**src/rtl/gpio_pkg.sv**
```systemverilog
package gpio_pkg;

    localparam int NIB_W = 4;

    typedef logic [NIB_W-1:0] nib_t;

    typedef enum logic {
        SPACE_DATA = 1'b0,
        SPACE_DIR  = 1'b1
    } space_e;

    typedef struct packed {
        logic we_data;
        logic we_dir;
        nib_t wdata;
    } port_wr_t;

    // Per bit: drive-and-not-live gives the latch, otherwise the synced pad
    function automatic nib_t pick_read(nib_t dir, nib_t latch, nib_t pad, nib_t live);
        nib_t r;
        for (int i = 0; i < NIB_W; i++)
            r[i] = (dir[i] && !live[i]) ? latch[i] : pad[i];
        return r;
    endfunction

endpackage

```
**src/rtl/gpio_sync.sv**
```systemverilog
module gpio_sync #(
    parameter int W = 4
) (
    input  logic         clk,
    input  logic         rst,
    input  logic [W-1:0] d,
    output logic [W-1:0] q
);
    logic [W-1:0] stage1, stage2;

    always_ff @(posedge clk) begin
        if (rst) begin
            stage1 <= '0;
            stage2 <= '0;
        end else begin
            stage1 <= d;
            stage2 <= stage1;
        end
    end

    assign q = stage2;
endmodule

```
**src/rtl/gpio_decode.sv**
```systemverilog
module gpio_decode
    import gpio_pkg::*;
#(
    parameter int NPORTS = 12,
    parameter int AW     = 5
) (
    input  logic          wr_en,
    input  logic [AW-1:0] wr_addr,
    input  nib_t          wr_data,
    output port_wr_t      wr_vec [NPORTS]
);
    localparam int IW = AW - 1;

    space_e        space;
    logic [IW-1:0] idx;

    assign space = space_e'(wr_addr[AW-1]);
    assign idx   = wr_addr[IW-1:0];

    for (genvar k = 0; k < NPORTS; k++) begin : g_dec
        logic hit;
        assign hit               = wr_en && (idx == IW'(k));
        assign wr_vec[k].we_data = hit && (space == SPACE_DATA);
        assign wr_vec[k].we_dir  = hit && (space == SPACE_DIR);
        assign wr_vec[k].wdata   = wr_data;
    end
endmodule

```
**src/rtl/gpio_port.sv**
```systemverilog
module gpio_port
    import gpio_pkg::*;
#(
    parameter bit   PER_BIT   = 1'b1,
    parameter nib_t LIVE_MASK = 4'b0000
) (
    input  logic     clk,
    input  logic     rst,
    input  port_wr_t wr,
    input  nib_t     pad_sync,
    output nib_t     pad_out,
    output nib_t     pad_oe,
    output nib_t     data_rd,
    output nib_t     dir_rd
);
    nib_t latch_q;
    nib_t dir;

    always_ff @(posedge clk) begin
        if (rst)             latch_q <= '0;
        else if (wr.we_data) latch_q <= wr.wdata;
    end

    if (PER_BIT) begin : g_bitdir
        nib_t dir_q;
        always_ff @(posedge clk) begin
            if (rst)            dir_q <= '0;
            else if (wr.we_dir) dir_q <= wr.wdata;
        end
        assign dir = dir_q;
    end else begin : g_nibdir
        logic dir_b;
        always_ff @(posedge clk) begin
            if (rst)            dir_b <= 1'b0;
            else if (wr.we_dir) dir_b <= wr.wdata[0];
        end
        assign dir = {NIB_W{dir_b}};
    end

    assign pad_out = latch_q;
    assign pad_oe  = dir;
    assign data_rd = pick_read(dir, latch_q, pad_sync, LIVE_MASK);
    assign dir_rd  = dir;
endmodule

```
**src/rtl/gpio_bank.sv**
```systemverilog
module gpio_bank
    import gpio_pkg::*;
#(
    parameter int   NUM_BIT_PORTS = 8,
    parameter int   NUM_NIB_PORTS = 4,
    parameter nib_t LIVE_MASK0    = 4'b1100
) (
    input  logic                                                 clk,
    input  logic                                                 rst,
    input  logic                                                 wr_en,
    input  logic [$clog2(NUM_BIT_PORTS+NUM_NIB_PORTS):0]         wr_addr,
    input  logic [3:0]                                           wr_data,
    input  logic                                                 rd_en,
    input  logic [$clog2(NUM_BIT_PORTS+NUM_NIB_PORTS):0]         rd_addr,
    output logic [3:0]                                           rd_data,
    input  logic [4*(NUM_BIT_PORTS+NUM_NIB_PORTS)-1:0]           pin_in,
    output logic [4*(NUM_BIT_PORTS+NUM_NIB_PORTS)-1:0]           pin_out,
    output logic [4*(NUM_BIT_PORTS+NUM_NIB_PORTS)-1:0]           pin_oe
);
    localparam int NPORTS = NUM_BIT_PORTS + NUM_NIB_PORTS;
    localparam int IW     = $clog2(NPORTS);
    localparam int AW     = IW + 1;
    localparam int NPINS  = NIB_W * NPORTS;

    port_wr_t         wr_vec [NPORTS];
    nib_t             data_rd [NPORTS];
    nib_t             dir_rd  [NPORTS];
    logic [NPINS-1:0] pin_sync;

    gpio_sync #(.W(NPINS)) u_sync (
        .clk (clk),
        .rst (rst),
        .d   (pin_in),
        .q   (pin_sync)
    );

    gpio_decode #(.NPORTS(NPORTS), .AW(AW)) u_dec (
        .wr_en   (wr_en),
        .wr_addr (wr_addr),
        .wr_data (wr_data),
        .wr_vec  (wr_vec)
    );

    for (genvar k = 0; k < NPORTS; k++) begin : g_port
        gpio_port #(
            .PER_BIT   (k < NUM_BIT_PORTS),
            .LIVE_MASK ((k == 0) ? LIVE_MASK0 : nib_t'(0))
        ) u_port (
            .clk      (clk),
            .rst      (rst),
            .wr       (wr_vec[k]),
            .pad_sync (pin_sync[NIB_W*k +: NIB_W]),
            .pad_out  (pin_out[NIB_W*k +: NIB_W]),
            .pad_oe   (pin_oe[NIB_W*k +: NIB_W]),
            .data_rd  (data_rd[k]),
            .dir_rd   (dir_rd[k])
        );
    end

    space_e        rd_space;
    logic [IW-1:0] rd_idx;
    nib_t          rd_next;

    assign rd_space = space_e'(rd_addr[AW-1]);
    assign rd_idx   = rd_addr[IW-1:0];

    always_comb begin
        rd_next = '0;
        for (int k = 0; k < NPORTS; k++) begin
            if (rd_idx == IW'(k))
                rd_next = (rd_space == SPACE_DIR) ? dir_rd[k] : data_rd[k];
        end
    end

    always_ff @(posedge clk) begin
        if (rst)        rd_data <= '0;
        else if (rd_en) rd_data <= rd_next;
    end
endmodule

```
**config.mk**
```make
export PLATFORM = sky130hd
export DESIGN_NAME = gpio_bank
export DESIGN_NICKNAME = d
export VERILOG_FILES = /design/src/rtl/gpio_pkg.sv /design/src/rtl/gpio_sync.sv /design/src/rtl/gpio_decode.sv /design/src/rtl/gpio_port.sv /design/src/rtl/gpio_bank.sv
export SDC_FILE = /design/constraint.sdc
export NUM_CORES = 1
export LEC_CHECK = 0
export ABC_AREA = 1
export CELL_PAD_IN_SITES_DETAIL_PLACEMENT = 1
export CELL_PAD_IN_SITES_GLOBAL_PLACEMENT = 2
export CORE_MARGIN = 3
export CORE_UTILIZATION = 38
export CTS_CLUSTER_DIAMETER = 50
export DETAILED_ROUTE_END_ITERATION = 8
export DONT_BUFFER_PORTS = 1
export PLACE_DENSITY_LB_ADDON = 0.1
export SLEW_MARGIN = 30
export SYNTH_ARGS = -nofsm -noshare
export SYNTH_HDL_FRONTEND = slang
export SYNTH_SLANG_ARGS = --single-unit
```
**constraint.sdc**
```tcl
create_clock -name clk -period 3.2 [get_ports clk]
set_input_delay 0.64 -clock clk [delete_from_list [all_inputs] [get_ports clk]]
set_output_delay 0.64 -clock clk [all_outputs]
set_load 0.005 [all_outputs]
```
# ---- Yosys cells after proc, flatten, opt, wreduce, memory -nomap -nowiden
# Index checks and enable logic that the tools add are counted.
dict set report word_totals {
  in_bits 66
  reg_bits 184
}
dict set report classes {
  n_eq_ne 22
  reduce_logical 38
  n_mux 70
  bitwise 1
}
# operator count
set ops {}
lappend ops {{$mux W4} 24}
lappend ops {{$mux W1} 46}
lappend ops {{$logic_and A1 B1 Y1} 36}
lappend ops {{$eq A4 B3 Y1 const B} 8}
lappend ops {{$eq A4 B4 Y1 const B} 8}
lappend ops {{$eq A4 B2 Y1 const B} 4}
lappend ops {{$eq A4 B1 Y1 const B} 2}
lappend ops {{$logic_not A4 Y1} 2}
lappend ops {{$not A1 Y1} 1}

# ---- Longest topological paths before layout
# Gate-level depths: netlist of the first run.
dict set report logic_depth {
  depth_word 14
  ltp_mapped 13
}

# ---- Hierarchy
# A second synthesis of the first run with hierarchy kept.
dict set report hier_totals {
  cells_unflattened 1337
  area_unflattened_um2 9151.3
}
# mod seq_area_each_um2 cells_each instances area_each_um2
set modules_own_cells {}
lappend modules_own_cells {{gpio_port (g_port[1].u_port ...)} 160.2 63 7 406.6}
lappend modules_own_cells {gpio_sync 1921.8 299 1 2813.9}
lappend modules_own_cells {{gpio_port (g_port[10].u_port ...)} 100.1 52 4 326.6}
lappend modules_own_cells {gpio_bank 80.1 236 1 1111.1}
lappend modules_own_cells {gpio_decode 0.0 94 1 676.9}
lappend modules_own_cells {{gpio_port (g_port[0].u_port)} 160.2 59 1 396.6}

# ---- Worst setup path before layout of the first run
# OpenSTA, ideal clock, no wires.
dict set report synth_path {
  path_type {input to register}
  startpoint {input rd_addr[4]}
  endpoint {register rd_data[3]}
  cell_stages 8
  n_path_buf 2
  t_required_ps 3068
  arrival_time_ps 1589
  setup_slack_ps 1478
  path_cell_list {buf_6 buf_2 o311ai_0 nand4_1 nor2_1 nand4_1 nand2_1 a21oi_1}
}
dict set report synth_via {
  elab_chain_cells 13
}
# element line_no
set synth_rtl {}
lappend synth_rtl {{from (decl)} gpio_bank.sv:14} ;# input logic [$clog2(NUM_BIT_PORTS+NUM_NIB_PORTS):0] rd_addr,
lappend synth_rtl {{$mux W4} gpio_bank.sv:71} ;# rd_next = (rd_space == SPACE_DIR) ? dir_rd[k] : data_rd[k];
lappend synth_rtl {{$mux W4 (11 in a row)} gpio_bank.sv:70} ;# if (rd_idx == IW'(k))
lappend synth_rtl {{$mux W4 *} gpio_bank.sv:70}
lappend synth_rtl {{to (signal assigned)} gpio_bank.sv:77} ;# else if (rd_en) rd_data <= rd_next;
lappend synth_rtl {{to (decl)} gpio_bank.sv:15} ;# output logic [3:0] rd_data,
# Every way passes the cells marked *; elsewhere a longest branch is shown, timed or not.
# A chain may end at the register's enable or synchronous reset.

# ---- Worst setup path after layout of the first run
dict set report layout_path {
  startpoint {input wr_en}
  endpoint {register g_port[4].u_port.g_bitdir.dir_q[3]}
}
dict set report layout_via {
  elab_chain_cells 2
}
# element line_no
set layout_rtl {}
lappend layout_rtl {{from (decl)} gpio_bank.sv:10} ;# input logic wr_en,
lappend layout_rtl {{$logic_and A1 B1 Y1} gpio_decode.sv:22} ;# assign hit = wr_en && (idx == IW'(k));
lappend layout_rtl {{$logic_and A1 B1 Y1} gpio_decode.sv:24} ;# assign wr_vec[k].we_dir = hit && (space == SPACE_DIR);
lappend layout_rtl {{to (signal assigned)} gpio_port.sv:28} ;# else if (wr.we_dir) dir_q <= wr.wdata;
lappend layout_rtl {{to (decl)} gpio_port.sv:25} ;# nib_t dir_q;
# No other way between the ends.

==> reports/metrics.cfg, run 1 <==
[synth]
synth_most_common_cell=dfxtp_1
synth.top_cells.by_area=dfxtp_1, nand2_1, nor2_1
ys.flop_type=dfxtp_1
syn_avg_cell_area_um2=7.41
ys.warnings.count=0
synth_top_cell_by_area=dfxtp_1
synth_top_area_share_pct=50.3
ys_ff_latch=184
synth_area_mm2=0.00732
synth_edf_count=0
ys_types=28
async_reset_ff_share_pct=0
syn_nets=1054
netlist_instances=988
yosys-top-cells-count=dfxtp_1, nand2_1, nor2_1, inv_1, a21oi_1
ys_seq_area_share_pct=50.3

[global_routing]
grt_pass1_vias=6362
grt_pass1_wl_um=36700
grt-ovfl-total=0
antenna_found_initial=0
grt_max_degree=185
grt_use_total_pct=23.1

[timing]
tns_ns=0
rsz0062_at_grt=no
fin_worst_skew_ns=0.0138
hold_viol=0
finalSetupViolCount=0
hold_slack_ns=0.285
fmax_mhz=581
tightestPinTransition_ns=0.877
relSlewSlack_pct=41.3
post-route-min-period_ns=1.72
drv_slew=0
fin_ws_ns=1.48
timing.final.crit_share_pct=53.8

[critical_path]
crit_type=in -> reg
critPathRequiredTime_ns=3.54
cp_cell_sequence=inv_1 > nor3_2 > nand3_1 > a211oi_1
crit_fanout=8
endpoint_kind=flip-flop
max_stage_delay_ns=0.61
crit_slowest_cell=nor3_2
start_kind=input pin
critical_path_arrival_ns=2.06

[placement]
dpl_worst_slack_ns=1.06
place_area_mm2=0.00729
dp.cells=1183
hpwl_um=17200
io_buffers=0
gp_congestion=0.910

[route]
totalWireLength_um=23800
post-route-drc-count=0
via_per_inst=5.14
drt_first_pass_iters=5
drt_iter0_markers=414
post_drt_wl_per_cell_um=19.6
antenna_left=0
vias=6248

[die]
fp.dieH_um=145
row_count=50
core_area_mm2=0.0188
die_w_um=145
start_util_pct=38.9
io_pins=166
dieArea_mm2=0.0210

[power]
p_leak_nw=3.24
vdd_ir_drop_max_uv=341
powerDensity_mw_per_mm2=595

[clock_network]
cts_sinks=184
cts_resized=0
cts_tree=built
clockRootBuffer=clkbuf_16
clockBufferDepth=2
cts_setup_buffers=0
ctsHoldBuffers=0
cts-htree-levels=4
clock_latency_ns=0.44
cts_buffers=17
path_clk_slew_ns=0.07

[flow_run]
maxCapViolCount=0

[cells_and_area]
fin_cells=1215
syn_to_final_growth_pct=7.93
layout.nets=1008
antenna_cells=0
ff_latch_area_mm2=0.00368
final_area_mm2=0.00790
fillers=2325
multiInputGateArea_mm2=0.00269
drive_above_1_share_pct=4.19

[outcome]
outcome=complete, no violations

[min_path]
hold_class=in -> reg

[final timing paths]
path | endpoint | from | slack, ns | cells after the start
max | g_port[4].u_port.dir_rd[3]$_SDFFE_PP0P_ | wr_en | 1.48 | 4
min | u_sync.stage1[11]$_SDFF_PP0_ | rst | 0.28 | 1
max reg2reg | rd_data[2]$_SDFFE_PP0P_ | g_port[4].u_port.dir_rd[2]$_SDFFE_PP0P_ | 1.52 | 7
min reg2reg | u_sync.q[30]$_SDFF_PP0_ | u_sync.stage1[30]$_SDFF_PP0_ | 0.41 | 2
[where the power goes]
part / internal, mW / switching [mW] / leakage (nW)
Sequential: 2.36 / 0.0351 / 1.50
Combinational: 0.0534 / 0.119 / 1.44
Clock: 1.12 / 1.02 / 0.290
[metrics by stage]
| stage | util (%) | total power, mW |
|---|---|---|
| floorplan | - | 2.62 |
| detailed placement | 38.7 | 2.62 |
| CTS | 41.9 | 4.75 |
| global placement | 38.7 | 2.61 |
| finish | 41.9 | 4.70 |
| global route | 41.9 | 4.89 |
[per-layer routing]
layer / track usage, % / wire length, um / vias up / share of wire [%]
met5: 0 / 0 / - / 0
met4: 6.77 / 418 / 0 / 1.8
met2: 36.3 / 10700 / 194 / 45
met3: 8.31 / 2010 / 30 / 8.4
li1: - / - / 3023 / -
met1: 29.8 / 10700 / 3001 / 45
[final cells by class]
class	count	area share, %
flip-flops and latches	184	46.6
well taps	260	4.12
clock buffers	17	5.39
multi-input cells	582	34.0
clock inverters	15	2.27
repair buffers	2	0.190
inverters	155	7.40
[cells by family (layout without fill, tap and decap cells)]
group | count (synthesis) | count (layout) | synth area share (%)
AOI/OAI and AO/OA | 139 | 139 | 11.3
buffers and inverters | 222 | 189 | 13.0
DFF | 184 | 184 | 50.3
and+or+nand+nor | 443 | 443 | 25.4
[registers in the layout, indices dropped and copies added, names as in the netlist]
register / cells
u_sync.stage1: 48
g_port.u_port.pad_out: 48
rd_data: 4
g_port.u_port.dir_rd: 32
u_sync.q: 48
g_port.u_port.g_nibdir.dir_b: 4
[worst max-delay path: cells and delay by family]
kind                   cells  cell delay, ns
buffers and inverters      1            0.06
AO/OA/AOI/OAI              1            0.33
AND/OR/NAND/NOR            2            1.03
[cells in the final DEF, fill, tap and decap left out, drive strengths merged]
master	netlist	final
a211oi	35	35
a21oi	66	66
and3	1	1
buf	34	2
bufinv	0	1
clkbuf	33	17
clkinv	0	5
clkinvlp	0	2
dfxtp	184	184
inv	155	162
nand2	181	181
nand3	45	45
nand4	41	41
nor2	163	163
nor3	11	11
o211ai	1	1
o21ai	27	27
o21bai	1	1
o311ai	9	9
or3	1	1
(Power assumes the default switching activity.)
==> inputs of run 2 (changes only) <==
CORE_UTILIZATION = 35   (was 38)
clock period = 1.6 ns   (was 3.2 ns; I/O delays follow)
==> reports/metrics.cfg, run 2 (same netlist as run 1, synthesis figures left out) <==
[global_routing]
grt_max_degree=154  ; -17%
grt_pass1_wl_um=42800  ; +17%
antenna_found_initial=1  ; +1
grt_pass1_vias=7634  ; +20%
grt_use_total_pct=24.7  ; +1.7 points
grt-ovfl-total=0  ; unchanged

[route]
vias=7258  ; +16%
antenna_left=0  ; unchanged
drt_iter0_markers=349  ; -16%
totalWireLength_um=28000  ; +18%
drt_first_pass_iters=5  ; unchanged
post_drt_wl_per_cell_um=19.4  ; -0.97%
via_per_inst=5.03  ; -2.2%
post-route-drc-count=0  ; unchanged

[critical_path]
critical_path_arrival_ns=1.87  ; -0.19 ns
critPathRequiredTime_ns=1.93  ; -1.61 ns
crit_fanout=7  ; -1
reg2regPathDepth=6  ; -1
rr_startpoint=g_port[5].u_port.pad_out[0]$_SDFFE_PP0P_
r2r_slack_ns=0.08  ; -1.44 ns
endpoint_kind=flip-flop
start_kind=input pin
crit_type=in -> reg
r2r_end=rd_data[0]$_SDFFE_PP0P_

[clock_network]
clockBufferDepth=2  ; unchanged
path_clk_slew_ns=0.07  ; about the same
clockRootBuffer=clkbuf_16
cts_sinks=184  ; unchanged
cts_tree=built
clock_latency_ns=0.44  ; about the same
cts_buffers=17  ; unchanged
cts-htree-levels=4  ; unchanged

[cells_and_area]
drive_above_1_share_pct=11.2  ; +7.0 points
fillers=2502  ; +7.6%
final_cell_mix=nand2_1, dfxtp_1, nor2_1, dlygate4sd3_1, inv_1
antenna_cells=0  ; unchanged
fin_cells=1443  ; +19%
layout.nets=1226  ; +22%
syn_to_final_growth_pct=37.5
utilization_pct=49.4  ; +7.5 points

[outcome]
outcome=complete, no violations

[min_path]
hold_class=in -> reg
hp-start=rd_en
hold_end=rd_data[1]$_SDFFE_PP0P_
holdPathStages=2  ; +1

[placement]
gp_congestion=0.892  ; -2.0%
dp.cells=1256  ; +6.2%
dpl_worst_slack_ns=-0.118  ; -1.17 ns
hpwl_um=18400  ; +7.2%
io_buffers=0  ; unchanged

[die]
die_w_um=151  ; +4.0%
start_util_pct=35.9  ; -2.9 points
core_area_mm2=0.0204  ; +8.1%
fp.dieH_um=151  ; +4.0%
row_count=52  ; +4.0%
dieArea_mm2=0.0227  ; +8.2%
io_pins=166  ; unchanged

[timing]
relSlewSlack_pct=67.5  ; +26 points
fin_worst_skew_ns=0.00725  ; -0.00654 ns
post-route-min-period_ns=1.54
drv_slew=0  ; unchanged
fin_ws_ns=0.0567  ; -1.42 ns
tightestPinTransition_ns=0.481  ; -0.396 ns
fmax_mhz=648
timing.final.crit_share_pct=96.5
hold_viol=0  ; unchanged
finalSetupViolCount=0  ; unchanged
tns_ns=0  ; unchanged
hold_slack_ns=0.0259  ; -0.259 ns

[power]
vdd_ir_drop_max_uv=655  ; +92%
powerDensity_mw_per_mm2=962  ; +62%
p_leak_nw=4.57  ; +41%

[flow_run]
maxCapViolCount=0  ; unchanged

run 2: cell count changes in the layout (fill, tap and decap cells not counted), moves of 6 or more:
cell / delta
buf_4: +61
dfxtp_1: -6
dlygate4sd3_1: +153
dfxtp_2: +6
run 2: critical path, stage by stage:
cell,delay (ns)
inv_1,0.08
nor3_4,0.22
buf_4,0.20
nand3_1,0.23
nand2_1,0.17
a21oi_1,0.09
dlygate4sd3_1,0.56
run 2: report_power, final:
group	switching, mW	leakage, nW	total [mW]	internal [mW]
Sequential	0.0715	1.51	4.79	4.71
Combinational	0.312	2.77	0.621	0.309
Clock	2.07	0.287	4.27	2.20
run 2: worst max-delay path by stage:
stage	startpoint	endpoint	slack (ns)	cells after the start
after global routing	wr_en	g_port[0].u_port.dir_rd[2]$_SDFFE_PP0P_	-0.01	8
after detailed placement	rd_addr[1]	rd_data[2]$_SDFFE_PP0P_	-0.12	10
after floorplan	rd_addr[4]	rd_data[3]$_SDFFE_PP0P_	0.20	8
after global placement	rd_addr[1]	rd_data[1]$_SDFFE_PP0P_	-0.12	10
after CTS	g_port[4].u_port.dir_rd[2]$_SDFFE_PP0P_	rd_data[2]$_SDFFE_PP0P_	0.000003	8
final	wr_en	g_port[4].u_port.dir_rd[0]$_SDFFE_PP0P_	0.06	7
run 2: what timing repair did:
action / 4_1_cts / 5_1_grt
endpoints found under the setup margin: 0 / 35
endpoints found under the hold margin: 182 / 1
setup buffers: 0 / 1
resized for setup: 0 / 35
hold buffers: 153 / 1
run 2: layout make-up:
| class | count | area (um^2) | share of cell area [%] |
|---|---|---|---|
| repair buffers | 220 | 2080 | 20.7 |
| flip-flops and latches | 184 | 3690 | 36.7 |
| inverters | 155 | 588 | 5.84 |
| clock buffers | 20 | 467 | 4.64 |
| multi-input cells | 582 | 2770 | 27.5 |
| clock inverters | 12 | 125 | 1.24 |
| well taps | 270 | 338 | 3.36 |
run 2: metal layers:
metal / global-route usage (%) / wire length (um) / up-vias
li1: - / - / 3460
met1: 30.7 / 12100 / 3559
met2: 42.2 / 13700 / 203
met3: 7.22 / 1860 / 34
met4: 6.17 / 349 / 2
met5: 0 / 13 / -
run 2: through the flow:
stage               instance area [um^2]  total power, mW
floorplan                           7320             5.24
global placement                    7800             5.29
detailed placement                  7800             5.30
CTS                                 9940             9.72
global route                       10100             10.1
finish                             10100             9.68
==> inputs of run 3 (changes only) <==
CTS_CLUSTER_SIZE = 28   (was not set)
==> results of run 3 <==
The final DEF is identical to that of run 2; final timing and power are the same.
